==> config.mk <==
export PLATFORM = sky130hd
export DESIGN_NAME = smram_lock_ctrl
export DESIGN_NICKNAME = d
export VERILOG_FILES = /design/src/rtl/smram_pkg.sv /design/src/rtl/smram_cfg_reg.sv /design/src/rtl/smram_window_match.sv /design/src/rtl/smram_mem_gate.sv /design/src/rtl/smram_lock_ctrl.sv
export SDC_FILE = /design/constraint.sdc
export NUM_CORES = 1
export LEC_CHECK = 0
export ABC_CLOCK_PERIOD_IN_PS = 1900
export BUFFER_PORTS_ARGS = -buffer_cell sky130_fd_sc_hd__buf_4
export CAP_MARGIN = 20
export CORE_ASPECT_RATIO = 1.75
export CORE_MARGIN = 5
export CORE_UTILIZATION = 30
export DETAILED_ROUTE_END_ITERATION = 16
export PLACE_DENSITY_LB_ADDON = 0.3
export SLEW_MARGIN = 40
export SYNTH_ARGS = -nofsm -noshare
export SYNTH_HDL_FRONTEND = slang
export SYNTH_HIERARCHICAL = 1
export SYNTH_SLANG_ARGS = --single-unit
==> constraint.sdc <==
create_clock -name clk -period 1.9 [get_ports clk]
set_clock_uncertainty 0.15 [all_clocks]
set_input_delay 0.19 -clock clk [delete_from_list [all_inputs] [get_ports clk]]
set_output_delay 0.19 -clock clk [all_outputs]
set_load 0.02 [all_outputs]
==> src/rtl/smram_pkg.sv <==
package smram_pkg;

    localparam int unsigned CFG_AW = 8;

    localparam logic [7:0] CFG_OFFSET_DEF = 8'h9c;
    localparam logic [31:0] WIN_BASE_DEF  = 32'h0003_0000;
    localparam logic [31:0] WIN_SIZE_DEF  = 32'h0002_0000;

    localparam logic [7:0] CMD_PROBE = 8'hff;
    localparam logic [7:0] CMD_SEAL  = 8'h02;

    localparam logic [7:0] CODE_CLOSED = 8'h00;
    localparam logic [7:0] CODE_ARMED  = 8'h01;
    localparam logic [7:0] CODE_SEALED = 8'h02;

    typedef enum logic [1:0] {
        LK_CLOSED = 2'd0,
        LK_ARMED  = 2'd1,
        LK_SEALED = 2'd2
    } lk_state_e;

    typedef struct packed {
        logic valid;
        logic write;
        logic smm;
        logic hit;
    } req_view_t;

    function automatic logic [7:0] state_code(lk_state_e s);
        case (s)
            LK_ARMED:  return CODE_ARMED;
            LK_SEALED: return CODE_SEALED;
            default:   return CODE_CLOSED;
        endcase
    endfunction

    function automatic lk_state_e next_state(lk_state_e s, logic [7:0] cmd);
        case (s)
            LK_CLOSED: return (cmd == CMD_PROBE) ? LK_ARMED : LK_CLOSED;
            LK_ARMED:  return (cmd == CMD_SEAL) ? LK_SEALED : LK_ARMED;
            default:   return LK_SEALED;
        endcase
    endfunction

    function automatic bit pow2_aligned(logic [63:0] base, logic [63:0] size);
        return (size != 64'd0) && ((size & (size - 64'd1)) == 64'd0)
            && ((base & (size - 64'd1)) == 64'd0);
    endfunction

endpackage

==> src/rtl/smram_cfg_reg.sv <==
module smram_cfg_reg
    import smram_pkg::*;
(
    input  logic       clk,
    input  logic       rst,
    input  logic       wr_en,
    input  logic [7:0] wr_byte,
    output lk_state_e  state,
    output logic [7:0] code
);

    lk_state_e state_q;

    always_ff @(posedge clk) begin
        if (rst) begin
            state_q <= LK_CLOSED;
        end else if (wr_en) begin
            state_q <= next_state(state_q, wr_byte);
        end
    end

    assign state = state_q;
    assign code  = state_code(state_q);

endmodule

==> src/rtl/smram_window_match.sv <==
module smram_window_match #(
    parameter int unsigned       ADDR_W   = 32,
    parameter logic [ADDR_W-1:0] WIN_BASE = 32'h0003_0000,
    parameter logic [ADDR_W-1:0] WIN_SIZE = 32'h0002_0000
) (
    input  logic [ADDR_W-1:0] addr,
    output logic              hit
);

    localparam bit ALIGNED = smram_pkg::pow2_aligned(64'(WIN_BASE), 64'(WIN_SIZE));

    generate
        if (ALIGNED) begin : g_mask
            localparam logic [ADDR_W-1:0] ONE  = {{(ADDR_W-1){1'b0}}, 1'b1};
            localparam logic [ADDR_W-1:0] MASK = ~(WIN_SIZE - ONE);
            assign hit = ((addr & MASK) == WIN_BASE);
        end else begin : g_range
            localparam logic [ADDR_W:0] LO = {1'b0, WIN_BASE};
            localparam logic [ADDR_W:0] HI = {1'b0, WIN_BASE} + {1'b0, WIN_SIZE};
            logic [ADDR_W:0] addr_x;
            assign addr_x = {1'b0, addr};
            assign hit = (addr_x >= LO) && (addr_x < HI);
        end
    endgenerate

endmodule

==> src/rtl/smram_mem_gate.sv <==
module smram_mem_gate
    import smram_pkg::*;
#(
    parameter int unsigned DATA_W = 32
) (
    input  req_view_t         rq,
    input  logic              sealed,
    input  logic [DATA_W-1:0] mem_rdata,
    output logic [DATA_W-1:0] req_rdata,
    output logic              mem_we
);

    localparam int unsigned LANES = DATA_W / 8;

    logic blocked;
    logic mask_rd;

    assign blocked = rq.valid && rq.hit && sealed && !rq.smm;
    assign mask_rd = blocked && !rq.write;
    assign mem_we  = rq.valid && rq.write && !blocked;

    generate
        for (genvar b = 0; b < LANES; b++) begin : g_lane
            assign req_rdata[b*8 +: 8] = mask_rd ? 8'hff : mem_rdata[b*8 +: 8];
        end
    endgenerate

endmodule

==> src/rtl/smram_lock_ctrl.sv <==
module smram_lock_ctrl
    import smram_pkg::*;
#(
    parameter int unsigned       ADDR_W     = 32,
    parameter int unsigned       DATA_W     = 32,
    parameter logic [CFG_AW-1:0] CFG_OFFSET = CFG_OFFSET_DEF,
    parameter logic [ADDR_W-1:0] WIN_BASE   = WIN_BASE_DEF,
    parameter logic [ADDR_W-1:0] WIN_SIZE   = WIN_SIZE_DEF
) (
    input  logic              clk,
    input  logic              rst,
    input  logic              cfg_wr,
    input  logic [CFG_AW-1:0] cfg_addr,
    input  logic [7:0]        cfg_wdata,
    output logic [7:0]        cfg_rdata,
    input  logic              req_valid,
    input  logic              req_write,
    input  logic              req_smm,
    input  logic [ADDR_W-1:0] req_addr,
    input  logic [DATA_W-1:0] mem_rdata,
    output logic [DATA_W-1:0] req_rdata,
    output logic              mem_we
);

    logic      cfg_sel;
    lk_state_e lk_state;
    logic [7:0] reg_code;
    logic      win_hit;
    req_view_t rq;

    assign cfg_sel = (cfg_addr == CFG_OFFSET);

    smram_cfg_reg u_reg (
        .clk     (clk),
        .rst     (rst),
        .wr_en   (cfg_wr && cfg_sel),
        .wr_byte (cfg_wdata),
        .state   (lk_state),
        .code    (reg_code)
    );

    assign cfg_rdata = cfg_sel ? reg_code : 8'h00;

    smram_window_match #(
        .ADDR_W   (ADDR_W),
        .WIN_BASE (WIN_BASE),
        .WIN_SIZE (WIN_SIZE)
    ) u_win (
        .addr (req_addr),
        .hit  (win_hit)
    );

    assign rq.valid = req_valid;
    assign rq.write = req_write;
    assign rq.smm   = req_smm;
    assign rq.hit   = win_hit;

    smram_mem_gate #(
        .DATA_W (DATA_W)
    ) u_gate (
        .rq        (rq),
        .sealed    (lk_state == LK_SEALED),
        .mem_rdata (mem_rdata),
        .req_rdata (req_rdata),
        .mem_we    (mem_we)
    );

endmodule

==> results.sh, run 1 <==
export IMPL_ys_types=27
export IMPL_htreeDepth=1
export IMPL_start_util=0.306
export IMPL_antenna_found_initial=0
export IMPL_fillers=227
export IMPL_drive_gt1_frac=0.800
export IMPL_synth_seq_cells=2
export IMPL_cp_required_ns=1.56
export IMPL_min_period_over_period=1.00
export IMPL_cts_sinks=2
export IMPL_rrSetupSlack_ns=0.93
export IMPL_fin_setup_tns_ns=-0.00127
export IMPL_cts_buffers=3
export IMPL_setup_viol=1
export IMPL_core_um2=2860
export IMPL_largest_register_ffs=2
export IMPL_grt_usage=0.135
export IMPL_slew_violations=0
export IMPL_clockBufferDepth=2
export IMPL_yosysWarnings=6
export IMPL_num_antenna_cells=0
export IMPL_violations="setup timing"
export IMPL_postLayoutCellArea_um2=1840
export IMPL_min_period_ns=1.90
export IMPL_slew_headroom=0.620
export IMPL_reg2reg_to="u_reg/state[0]"
export IMPL_avgSynthCellArea_um2=9.22
export IMPL_crit_path_end_kind="output port"
export IMPL_die_width_um=50.8
export IMPL_path_cells="buf_6 > nor4_4 > nand4_1 > a21oi_2 > nand3b_4 > buf_12 > o21bai_2 > buf_6"
export IMPL_hold_start="rst"
export IMPL_max_cap_violations=0
export IMPL_crit_type="in -> out"
export IMPL_detail_route_wl_per_cell_um=15.4
export IMPL_regArea_um2=40.0
export IMPL_drcViolationCount=0
export IMPL_start_kind="primary input"
export IMPL_vdd_ir_drop_max_mv=0.504
export IMPL_top_level_ports=127
export IMPL_grt_overflow=0
export IMPL_instances_no_fill=228
export IMPL_dp_hpwl_um=2740
export IMPL_r2r_start="u_reg/state[1]"
export IMPL_power_density_nw_per_um2=291
export IMPL_clk_insertion_delay_late_ns=0.20
export IMPL_fin_nets=288
export IMPL_antenna_left=0
export IMPL_post_cts_buffers=0
export IMPL_die_h_um=81.5
export IMPL_place_inst=223
export IMPL_layout_setup_ws_ns=-0.00127
export IMPL_status="complete, but fails checks"
export IMPL_die_area_um2=4140
export IMPL_max_stage_delay_ns=0.26
export IMPL_vias=1099
export IMPL_drt_pre_antenna_iters=3
export IMPL_gp_congestion=0.781
export IMPL_cts_tree="done"
export IMPL_rsz0062_at_grt="yes"
export IMPL_root_buffer="clkbuf_8"
export IMPL_arrival_ns=1.56
export IMPL_max_freq_mhz=526
export IMPL_hold_end="u_reg/state[1]"
export IMPL_first_iter_violations=8
export IMPL_grt_max_degree=33
export IMPL_rows=26
export IMPL_path_clk_slew_ns=0.03
export IMPL_synth_cells=95
export IMPL_hold_class="in -> reg"
export IMPL_dpl_cell_area_um2=1640
export IMPL_vias_per_cell=4.82
export IMPL_hold_depth=2
export IMPL_netlist_area_um2=876
export IMPL_worstRegToRegCells=2
export IMPL_crit_slowest_cell="nor4_4"
export IMPL_portBuffers=104
export IMPL_wl_um=3520
export IMPL_cellLeakagePower_nw=0.878
export IMPL_area_growth_pct=110
export IMPL_whs_ns=0.0135
export IMPL_cpMostUsedCell="buf_6"
export IMPL_tightest_slew_ns=0.570
export IMPL_crit_fanout=16
export IMPL_finalHoldViolations=0
export IMPL_grt_pass1_wl_um=4640
export IMPL_seq_area_frac_synth=0.0457
export IMPL_grt_pass1_vias=1108
export IMPL_multi_input_comb_area_um2=736
## worst max-delay path by stage
| stage | from | to | slack [ns] | cells after the start |
|---|---|---|---|---|
| 6_report | req_addr[31] | req_rdata[11] | -0.001 | 8 |
| 5_1_grt | req_addr[31] | req_rdata[31] | -0.12 | 8 |
| 4_1_cts | req_addr[30] | req_rdata[31] | 0.009 | 8 |
| 3_5_place_dp | req_addr[30] | req_rdata[31] | -0.04 | 8 |
| 3_3_place_gp | req_addr[31] | req_rdata[20] | -0.02 | 8 |
| 2_1_floorplan | req_addr[31] | req_rdata[10] | 0.25 | 6 |
## through the flow
step | total power, W | utilization | worst slack, ns
after detailed placement | 0.000347 | 0.573 | -0.0359
after floorplan | 0.000186 | - | 0.253
after global routing | 0.000572 | 0.644 | -0.117
after global placement | 0.000341 | 0.573 | -0.0241
after CTS | 0.000513 | 0.589 | 0.00896
final | 0.000536 | 0.644 | -0.00127
## power breakdown
part	leakage, nW	internal, W	switching [W]	total [W]
Clock	0.0216	0.000133	0.0000278	0.000161
Combinational	0.841	0.000198	0.000135	0.000333
Sequential	0.0161	0.0000424	0.000000000365	0.0000424
Total	0.878	0.000374	0.000163	0.000536
## area by class of cell
cell class	instances	share of cell area
tap	28	0.0190
clock buffer	3	0.0224
sequential	2	0.0217
timing repair buffer	110	0.515
multi-input combinational	74	0.399
inverter	11	0.0224
## placed cells by master (no fill, tap or decap), drive strengths merged
| master | count |
|---|---|
| a21oi | 3 |
| and3 | 1 |
| buf | 109 |
| clkbuf | 4 |
| conb | 6 |
| dfxtp | 2 |
| inv | 11 |
| nand2 | 2 |
| nand2b | 1 |
| nand3 | 1 |
| nand3b | 2 |
| nand4 | 2 |
| nand4b | 1 |
| nor2 | 2 |
| nor2b | 3 |
| nor3 | 12 |
| nor4 | 3 |
| nor4b | 1 |
| o21bai | 32 |
| o221a | 1 |
| or4b | 1 |
## critical path, delay by kind of cell
kind / cells / cell delay (ns)
AND/OR/NAND/NOR: 3 / 0.56
AO/OA/AOI/OAI: 2 / 0.35
buffers and inverters: 3 / 0.44
## logic make-up after synthesis
family,after synthesis,share of synthesized area
simple gates,32,0.316
other cells,1,0.00428
flops,2,0.0457
buf+inv,24,0.176
compound gates,36,0.459
## per-layer routing
metal | share of wire | track usage | vias to the layer above | wire [um]
li1 | - | - | 535 | -
met1 | 0.29 | 0.129 | 489 | 1030
met2 | 0.58 | 0.264 | 71 | 2030
met3 | 0.12 | 0.0472 | 4 | 405
met4 | 0.014 | 0.0307 | 0 | 49
met5 | 0 | 0 | - | 0
## cells in the mapped netlist
master    instances  share of area
o21bai_4          3          0.064
nand2b_4          1          0.016
nor3_2            8          0.091
nor3_4            1          0.019
o221a_1           1          0.013
nor4_1            1         0.0071
nand3_1           1         0.0057
buf_6             4          0.051
buf_4             9          0.077
nor2b_1           3          0.021
conb_1            1         0.0043
a21oi_1           3          0.017
inv_1            11          0.047
nor4b_2           1          0.017
nand4_1           2          0.014
nor4_2            2          0.029
dfxtp_1           2          0.046
or4b_1            1          0.011
nand4b_1          1          0.010
nor3_1            3          0.017
o21bai_2         27           0.35
and3_2            1         0.0086
nand3b_4          1          0.023
nand2_1           2         0.0086
nand3b_1          1         0.0086
o21bai_1          2          0.017
nor2_1            2         0.0086
## what timing repair did
| action | 4_1_cts | 5_1_grt |
|---|---|---|
| setup endpoints to repair | 31 | 32 |
| resized for setup | 1 | 28 |
| hold buffers | 0 | 0 |
| pin swaps | 0 | 2 |
| endpoints found under the hold margin | 0 | 0 |
| gates cloned | 0 | 2 |
Power figures use the tool's default switching activity.
==> run 2, diff against run 1 <==
--- a/config.mk
+++ b/config.mk
@@ -5,12 +5,12 @@
 export SDC_FILE = /design/constraint.sdc
 export NUM_CORES = 1
 export LEC_CHECK = 0
-export ABC_CLOCK_PERIOD_IN_PS = 1900
+export ABC_CLOCK_PERIOD_IN_PS = 1700
 export BUFFER_PORTS_ARGS = -buffer_cell sky130_fd_sc_hd__buf_4
 export CAP_MARGIN = 20
 export CORE_ASPECT_RATIO = 1.75
 export CORE_MARGIN = 5
-export CORE_UTILIZATION = 30
+export CORE_UTILIZATION = 27
 export DETAILED_ROUTE_END_ITERATION = 16
 export PLACE_DENSITY_LB_ADDON = 0.3
 export SLEW_MARGIN = 40
==> constraint.sdc (replaced) <==
create_clock -name clk -period 1.7 [get_ports clk]
set_clock_uncertainty 0.15 [all_clocks]
set_input_delay 0.17 -clock clk [delete_from_list [all_inputs] [get_ports clk]]
set_output_delay 0.17 -clock clk [all_outputs]
set_load 0.02 [all_outputs]
==> results.sh, run 2 (synthesis gave the netlist of run 1 again) <==
export IMPL_start_kind="primary input"
export IMPL_hold_end="u_reg/state[1]"
export IMPL_fin_util=0.613
export IMPL_cts_tree="done"
export IMPL_portBuffers=104
export IMPL_min_period_over_period=1.06
export IMPL_globalRouteMet3Util=0.0580
export IMPL_critPathTopFamily="simple AND/OR/NAND/NOR gates"
export IMPL_rsz0062_at_grt="yes"
export IMPL_rrSetupSlack_ns=0.69
export IMPL_num_antenna_cells=0
export IMPL_dpl_cell_area_um2=1670
export IMPL_dp_slack_ns=-0.206
export IMPL_max_cap_violations=0
export IMPL_violations="setup timing"
export IMPL_rows=27
export IMPL_max_freq_mhz=553
export IMPL_slew_violations=0
export IMPL_htreeDepth=1
export IMPL_post_cts_buffers=0
export IMPL_vias=1094
export IMPL_fin_nets=289
export IMPL_detail_route_wl_per_cell_um=14.4
export IMPL_path_cells="buf_6 > nor4_4 > nand4_1 > a21oi_2 > nand3b_4 > clkbuf_16 > o21bai_2 > buf_6"
export IMPL_cts_sinks=2
export IMPL_drt_pre_antenna_iters=4
export IMPL_multi_input_comb_area_um2=747
export IMPL_tightest_slew_ns=0.576
export IMPL_grt_overflow=0
export IMPL_start_util=0.279
export IMPL_first_iter_violations=21
export IMPL_slew_headroom=0.616
export IMPL_layout_commonest_cell="buf_4"
export IMPL_cpMostUsedCell="buf_6"
export IMPL_postLayoutCellArea_um2=1920
export IMPL_vdd_ir_drop_max_mv=0.292
export IMPL_grt_busiest_layer="met2"
export IMPL_area_growth_pct=120
export IMPL_gp_congestion=0.697
export IMPL_die_width_um=53.1
export IMPL_vias_per_cell=4.48
export IMPL_crit_type="in -> out"
export IMPL_crit_fanout=11
export IMPL_core_um2=3140
export IMPL_drcViolationCount=0
export IMPL_antenna_found_initial=0
export IMPL_path_clk_slew_ns=0.03
export IMPL_die_area_um2=4530
export IMPL_critPathBufInv=3
export IMPL_cp_required_ns=1.38
export IMPL_regArea_um2=40.0
export IMPL_antenna_left=0
export IMPL_reg2reg_to="u_reg/state[0]"
export IMPL_whs_ns=0.249
export IMPL_cts_buffers=3
export IMPL_root_buffer="clkbuf_8"
export IMPL_status="complete, but fails checks"
export IMPL_hold_class="in -> reg"
export IMPL_top_level_ports=127
export IMPL_power_density_nw_per_um2=319
export IMPL_crit_slowest_cell="nor4_4"
export IMPL_drive_gt1_frac=0.801
export IMPL_hold_start="cfg_wdata[0]"
export IMPL_grt_pass1_vias=1122
export IMPL_grt_max_degree=33
export IMPL_min_period_ns=1.81
export IMPL_finalHoldViolations=0
export IMPL_wl_um=3510
export IMPL_final_cell_mix="72 x buf_4, 36 x buf_6, 26 x o21bai_2, 11 x inv_1, 8 x nor3_2"
export IMPL_fillers=267
export IMPL_grt_usage=0.140
export IMPL_arrival_ns=1.49
export IMPL_largest_register_ffs=2
export IMPL_dp_hpwl_um=2780
export IMPL_cellLeakagePower_nw=0.901
export IMPL_max_stage_delay_ns=0.25
export IMPL_worstRegToRegCells=3
export IMPL_crit_path_end_kind="output port"
export IMPL_die_h_um=85.3
export IMPL_clockBufferDepth=2
export IMPL_met2_usage=0.268
export IMPL_clk_insertion_delay_late_ns=0.20
export IMPL_grt_pass1_wl_um=4930
export IMPL_hold_depth=4
export IMPL_r2r_start="u_reg/state[1]"
export IMPL_layout_setup_ws_ns=-0.108
export IMPL_setup_viol=32
export IMPL_grt_util_met1=0.124
==> run 2: changes by cell type in the layout (fill, tap and decap cells not counted), sizes merged <==
cell	before	now
dlygate4sd3	0	1
==> run 2: cell type report <==
cell class | count | share of cell area
clock buffers | 3 | 0.0215
inverters | 11 | 0.0215
multi-input cells | 74 | 0.388
flip-flops and latches | 2 | 0.0208
repair buffers | 111 | 0.520
well taps | 43 | 0.0280
==> run 2: power breakdown <==
part	total, W	switching (W)	internal (W)	leakage [nW]
Sequential	0.0000474	0.000000000388	0.0000474	0.0161
Clock	0.000181	0.0000314	0.000149	0.0216
Combinational	0.000386	0.000154	0.000232	0.864
==> run 2: metal layers <==
layer / part of all wire / vias up / wire [um]
li1: - / 538 / -
met1: 0.29 / 469 / 1010
met2: 0.55 / 83 / 1920
met3: 0.15 / 4 / 520
met4: 0.016 / 0 / 57
met5: 0 / - / 0
==> run 2: per-stage QoR <==
step | TNS [ns] | std cells | power [W]
finish | -2.56 | 244 | 0.000614
global route | -6.47 | 244 | 0.000648
CTS | -1.81 | 243 | 0.000611
detailed placement | -5.72 | 239 | 0.000388
global placement | -4.73 | 239 | 0.000382
floorplan | 0 | 100 | 0.000208
==> run 2: what timing repair did <==
| item | CTS | global route |
|---|---|---|
| cloned | 0 | 1 |
| resized for setup | 37 | 5 |
| hold buffers | 1 | 0 |
| endpoints found under the setup margin | 33 | 34 |
| endpoints found under the hold margin | 1 | 0 |
| pin swaps | 1 | 1 |
==> run 2: tightest hold or removal path: stages <==
cell     delay, ns
buf_4         0.09
nor4b_2       0.04
a21oi_1       0.18
nor3_1        0.08
==> run 2: worst max path at each step <==
stage                 start              to  slack (ns)  cells after the start
3_3_place_gp   req_addr[31]    req_rdata[9]       -0.17                      8
2_1_floorplan   cfg_addr[1]  u_reg/state[0]        0.08                      6
5_1_grt        req_addr[30]    req_rdata[7]       -0.24                      8
4_1_cts        req_addr[30]   req_rdata[23]       -0.09                      8
6_report       req_addr[30]   req_rdata[26]       -0.11                      8
3_5_place_dp   req_addr[30]   req_rdata[18]       -0.21                      8
